<file path="config.mk">
export PLATFORM = sky130hd
export DESIGN_NAME = rcsa_adder
export DESIGN_NICKNAME = d
export VERILOG_FILES = /design/src/rtl/rcsa_pkg.sv /design/src/rtl/rcsa_fold.sv /design/src/rtl/rcsa_merge.sv /design/src/rtl/rcsa_cell.sv /design/src/rtl/rcsa_adder.sv
export SDC_FILE = /design/constraint.sdc
export NUM_CORES = 1
export LEC_CHECK = 0
export CORE_MARGIN = 2
export CORE_UTILIZATION = 30
export DETAILED_ROUTE_END_ITERATION = 16
export MAX_ROUTING_LAYER = met4
export PLACE_DENSITY = 0.85
export SETUP_SLACK_MARGIN = 0.15
export SLEW_MARGIN = 40
export SYNTH_ARGS = -nofsm -noshare
export SYNTH_HDL_FRONTEND = slang
export SYNTH_SLANG_ARGS = --single-unit
export TNS_END_PERCENT = 50
</file>
<file path="constraint.sdc">
create_clock -name vclk -period 1.6
set_input_delay 0.16 -clock vclk [all_inputs]
set_output_delay 0.16 -clock vclk [all_outputs]
set_load 0.005 [all_outputs]
</file>
<file path="src/rtl/rcsa_pkg.sv">
package rcsa_pkg;

    localparam int DIGIT_BITS   = 2;
    localparam int GUARD_DIGITS = 2;

    // Two-wire digit: value is hi + lo.
    typedef struct packed {
        logic hi;
        logic lo;
    } rdigit_t;

    typedef struct packed {
        logic carry;
        logic sum;
    } fa_out_t;

    function automatic fa_out_t full_add(input logic x, input logic y, input logic z);
        fa_out_t r;
        r.sum   = x ^ y ^ z;
        r.carry = (x & y) | (x & z) | (y & z);
        return r;
    endfunction

endpackage

</file>
<file path="src/rtl/rcsa_fold.sv">
// Level one: two redundant digits -> one redundant digit + transfer up.
module rcsa_fold
    import rcsa_pkg::*;
(
    input  rdigit_t a_dig,
    input  rdigit_t b_dig,
    output rdigit_t part_o,
    output logic    xfer_o
);
    fa_out_t fa;

    always_comb begin
        fa          = full_add(a_dig.hi, a_dig.lo, b_dig.hi);
        part_o.hi   = fa.sum;
        part_o.lo   = b_dig.lo;
        xfer_o      = fa.carry;
    end
endmodule

</file>
<file path="src/rtl/rcsa_merge.sv">
// Levels two and three: redundant digit + binary transfer -> sum bit + transfer up.
module rcsa_merge
    import rcsa_pkg::*;
(
    input  rdigit_t part_i,
    input  logic    xfer_i,
    output logic    sum_bit_o,
    output logic    xfer_o
);
    fa_out_t fa;

    always_comb begin
        fa        = full_add(part_i.hi, part_i.lo, xfer_i);
        sum_bit_o = fa.sum;
        xfer_o    = fa.carry;
    end
endmodule

</file>
<file path="src/rtl/rcsa_cell.sv">
module rcsa_cell
    import rcsa_pkg::*;
(
    input  rdigit_t a_dig,
    input  rdigit_t b_dig,
    input  logic    fold_ci,
    input  logic    merge_ci,
    output logic    fold_co,
    output logic    merge_co,
    output rdigit_t res_o
);
    rdigit_t part;
    logic    sum_bit;

    rcsa_fold u_fold (
        .a_dig  (a_dig),
        .b_dig  (b_dig),
        .part_o (part),
        .xfer_o (fold_co)
    );

    rcsa_merge u_merge (
        .part_i    (part),
        .xfer_i    (fold_ci),
        .sum_bit_o (sum_bit),
        .xfer_o    (merge_co)
    );

    always_comb begin
        res_o.hi = sum_bit;
        res_o.lo = merge_ci;
    end
endmodule

</file>
<file path="src/rtl/rcsa_adder.sv">
module rcsa_adder
    import rcsa_pkg::*;
#(
    parameter int N = 8
) (
    input  logic [DIGIT_BITS*N-1:0]                a_i,
    input  logic [DIGIT_BITS*N-1:0]                b_i,
    output logic [DIGIT_BITS*(N+GUARD_DIGITS)-1:0] sum_o
);
    localparam int M = N + GUARD_DIGITS;

    rdigit_t    a_d [M];
    rdigit_t    b_d [M];
    rdigit_t    r_d [M];
    logic [M:0] fold_c;
    logic [M:0] merge_c;
    logic [1:0] unused_top_carries;

    assign fold_c[0]          = 1'b0;
    assign merge_c[0]         = 1'b0;
    assign unused_top_carries = {fold_c[M], merge_c[M]};

    for (genvar k = 0; k < M; k++) begin : g_digit
        if (k < N) begin : g_live
            assign a_d[k] = a_i[DIGIT_BITS*k +: DIGIT_BITS];
            assign b_d[k] = b_i[DIGIT_BITS*k +: DIGIT_BITS];
        end else begin : g_guard
            assign a_d[k] = '0;
            assign b_d[k] = '0;
        end

        rcsa_cell u_cell (
            .a_dig    (a_d[k]),
            .b_dig    (b_d[k]),
            .fold_ci  (fold_c[k]),
            .merge_ci (merge_c[k]),
            .fold_co  (fold_c[k+1]),
            .merge_co (merge_c[k+1]),
            .res_o    (r_d[k])
        );

        assign sum_o[DIGIT_BITS*k +: DIGIT_BITS] = r_d[k];
    end
endmodule

</file>
==> flow_summary.yaml, run 1 <==
sta:
  tns_ps: 0
  hold_slack_ps: 807
  timing.final.crit_share_pct: 98.0
  max_freq_mhz: 638
  setup_ws_ps: 32.0
  setup_viol: 0
  finalMaxSlewViolations: 0
  period_needed_ps: 1570
  hold_viol_final: 0
  rsz0062_at_grt: "yes"
status:
  status: "finished, final reports clean"
floorplanning:
  die_w_um: 44.2
  std_cell_rows: 14
  ios: 52
  coreArea_mm2: 0.00151
  die_area_mm2: 0.00196
  start_util_pct: 32.2
  fp.dieH_um: 44.2
global_route:
  antenna_found_initial: 0
  grt-ovfl-total: 0
  grt_pass1_vias: 416
  grt_use_total_pct: 11.8
  grt_max_degree: 2
  grt_pass1_wl_um: 1700
worst_hold_path:
  min_path_cells: 4
  hold_path.class: "in -> out"
critical_path:
  crit_type: "in -> out"
  worstPathRequired_ps: 1440
  cp-start-kind: "input pin"
  worstPathArrival_ps: 1410
  critPathMaxFanout: 1
  cp-end-kind: "output port"
synth:
  synth-seq-area-share_pct: 0
  synth-simple-area-share_pct: 0
  synthTopCellsByCount: "buf_4 (20), fa_1 (15), inv_1 (5), conb_1 (1), ha_1 (1)"
  yosysWarnings: 0
  synth_compound_area_share_pct: 0
  synth-xor-area-share_pct: 0
  synth_fa_ha_area_share_pct: 64.4
  synth_top_family_by_area: "adder cells"
  synth_most_common_cell: "buf_4"
  synth_top_area_share_pct: 61.9
  syn-instance-count: 42
  synth_top_cell_by_area: "fa_1"
  synth_area_um2: 485
  ys_top_cells_by_area: "fa_1 (62%), buf_4 (31%), inv_1 (3.9%), ha_1 (2.6%), conb_1 (0.77%)"
  syn_avg_cell_area_um2: 11.6
  ys_types: 5
  muxShareOfSynthArea_pct: 0
layout:
  synthToLayoutAreaGrowth_pct: 50.8
  ff_latch_area_um2: 0
  n_sequential_cell: 0
  fin_area_um2: 732
  drive_gt1_share_pct: 63.0
  fin_cells: 89
  diodes: 0
  clockBufferCount: 0
  fin_nets: 123
  fill_cells: 157
job:
  cap_violations: 0
routing:
  via_count: 385
  drc: 0
  vias_per_cell: 4.33
  drt_iter0_markers: 0
  ant_nets: 0
  routed_wl_um: 1060
  wl_per_cell_um: 11.9
  drtPass1Iterations: 1
place:
  routabilityCongestion: 0.645
  numPlacedInstances: 89
  dp_hpwl_um: 1060
  place_area_um2: 853
  io_buffers: 49
  place_ws_ps: -817
power:
  power.density_mw_per_mm2: 365
  ir_worst_vdd_v: 0.000136
  total_leakage_power_nw: 0.364
clock_network:
  cts_hold_buf: 0
[area by class of cell]
cell class | count | area, um2 | share of cell area (%)
tap | 16 | 20.0 | 2.74
inverter | 5 | 21.3 | 2.91
multi-input combinational | 19 | 337 | 46.0
timing repair buffer | 49 | 354 | 48.4
[per-layer routing]
metal	GRT usage [%]	vias up	routed length, um
li1	-	160	-
met1	11.9	174	337
met2	23.2	49	469
met3	3.67	2	232
met4	0	0	15
met5	-	-	0
[per-stage QoR]
step / power (mW) / utilization, %
floorplan: 0.217 / -
global placement: 0.364 / 56.6
detailed placement: 0.375 / 56.6
CTS: 0.287 / 50.2
global route: 0.314 / 48.6
finish: 0.268 / 48.6
[worst max-delay path, stage by stage]
cell	delay [ps]
buf_6	70
inv_4	30
fa_1	530
inv_1	50
fa_1	460
buf_2	110
[timing repair]
action,4_1_cts,5_1_grt
setup endpoints to repair,17,16
hold endpoints to repair,0,0
buffers inserted,0,0
pin swaps,15,5
resized for setup,147,15
gates cloned,0,0
[logic make-up after synthesis]
| family | Yosys count |
|---|---|
| buf+inv | 25 |
| fa+ha+maj | 16 |
| other cells | 1 |
[placed cells by master, fill, tap and decap left out, types with 3 or more instances in the layout]
cell             netlist  routed
fa_2                   0       5
fa_1                  15      10
buf_2                  0      21
conb_1                 1       3
buf_6                  0       7
inv_1                  5       3
clkdlybuf4s50_1        0       9
clkbuf_2               0       9
[report_power, final]
part	leakage, nW	switching, mW	internal [mW]
logic	0.364	0.112	0.156
registers	0	0	0
clock network	0	0	0
[final timing paths]
check  startpoint        end  slack [ps]
max       b_i[15]  sum_o[15]          30
min       b_i[11]  sum_o[13]         810
Power figures use the tool's default switching activity.
==> run 2: changes to the inputs <==
ABC_CLOCK_PERIOD_IN_PS = 1600   (was unset)
GPL_TIMING_DRIVEN = 0   (was unset)
==> flow_summary.yaml, run 2 (synthesis gave the netlist of run 1 again) <==
place:
  io_buffers: 49
  place_area_mm2: 0.00100
  dp_hpwl_um: 1110
  numPlacedInstances: 109
  place_ws_ps: -908
  routabilityCongestion: 0.640
sta:
  period_needed_ps: 1680
  timing.final.crit_share_pct: 105
  finalMaxSlewViolations: 0
  hold_viol_final: 0
  hold_slack_ps: 880
  max_freq_mhz: 594
  setup_ws_ps: -84.2
  rsz0062_at_grt: "yes"
  setup_viol: 7
critical_path:
  worstPathArrival_ps: 1520
  cp-end-kind: "output port"
  crit_path_end: "sum_o[15]"
  crit_type: "in -> out"
  critPathMaxFanout: 1
  crit_path_start: "a_i[14]"
  worstPathRequired_ps: 1440
  cp-start-kind: "input pin"
layout:
  synthToLayoutAreaGrowth_pct: 116
  final_cell_mix: "buf_6 (37), buf_2 (14), fa_2 (9)"
  fin_area_mm2: 0.00105
  drive_gt1_share_pct: 77.4
  fin_util_pct: 69.8
  clockBufferCount: 0
  diodes: 0
  fin_cells: 109
  n_sequential_cell: 0
  fin_nets: 143
  layout.cells.most_common: "buf_6"
  ff_latch_area_um2: 0
global_route:
  top_usage_layer: "met2"
  met2_usage_pct: 28.8
  grt_use_total_pct: 15.1
  grt_max_degree: 2
  grt-ovfl-total: 0
  grt_use_met3_pct: 2.86
  grt_pass1_wl_um: 2110
  met1_usage_pct: 17.3
  grt_pass1_vias: 532
  antenna_found_initial: 0
floorplanning:
  die_w_um: 44.2
  fp.dieH_um: 44.2
  ios: 52
  coreArea_mm2: 0.00151
  std_cell_rows: 14
  start_util_pct: 32.2
  die_area_mm2: 0.00196
status:
  status: "complete, but fails checks"
  violations: "negative setup slack"
power:
  p_int_mw: 0.417
  combPwrFrac_pct: 100.0
  power.density_mw_per_mm2: 562
  p_clk_share_pct: 0
  share_seq_of_total_power_pct: 0
  ir_worst_vdd_v: 0.000309
  swShare_pct: 29.3
  total_leakage_power_nw: 0.509
  p_sw_mw: 0.173
worst_hold_path:
  hold_path.class: "in -> out"
routing:
  routed_wl_um: 1280
  via_count: 455
  wl_per_cell_um: 11.7
  drt_iter0_markers: 0
  drtPass1Iterations: 1
  drc: 0
  ant_nets: 0
  vias_per_cell: 4.17
job:
  cap_violations: 0
clock_network:
  cts_hold_buf: 0
run 2: cell types whose count changed in the layout (fill, tap and decap cells not counted), sizes merged:
cell / before / now
buf: 29 / 60
clkbuf: 9 / 0
clkdlybuf4s15: 1 / 0
clkdlybuf4s50: 9 / 8
run 2: timing repair:
item	CTS	global route
resized for setup	194	4
endpoints found under the setup margin	17	16
pin swaps	16	3
setup buffers	0	0
run 2: area by class of cell:
cell class                      count  area (um2)
Buffer                             20         203
Fill cell                         121         455
Inverter                            5        21.3
Multi-Input combinational cell     19         359
Tap cell                           16        20.0
Timing Repair Buffer               49         448
run 2: power by group through the flow:
stage / sequential (mW) / clock [mW] / combinational [mW]
2_1_floorplan: 0 / 0 / 0.217
3_3_place_gp: 0 / 0 / 0.486
3_5_place_dp: 0 / 0 / 0.500
4_1_cts: 0 / 0 / 0.592
5_1_grt: 0 / 0 / 0.646
6_report: 0 / 0 / 0.590
run 2: how the worst min path moves through the flow:
stage,startpoint,end,slack [ps],depth (start not counted)
after floorplan,b_i[0],sum_o[1],520,2
after global placement,b_i[0],sum_o[2],1460,4
after detailed placement,b_i[0],sum_o[2],1490,4
after CTS,a_i[14],sum_o[17],890,6
after global routing,a_i[14],sum_o[17],910,6
final,a_i[14],sum_o[17],880,6
run 2: stage by stage:
| stage | total power [mW] | setup TNS [ps] |
|---|---|---|
| after floorplan | 0.217 | 0 |
| after global placement | 0.486 | -11160 |
| after detailed placement | 0.500 | -11390 |
| after CTS | 0.592 | -291 |
| after global routing | 0.646 | -496 |
| final | 0.590 | -265 |
run 2: layer usage:
metal  wire length, um  vias up
met5                 0        -
met4                 0        0
met3               202        0
met2               646       47
met1               431      208
li1                  -      200
run 2: worst max-delay path, cell delays in order:
cell and delay (ps):
buf_8 70, inv_4 30, fa_1 540, inv_2 40, fa_2 520, buf_6 90
buf_6 80
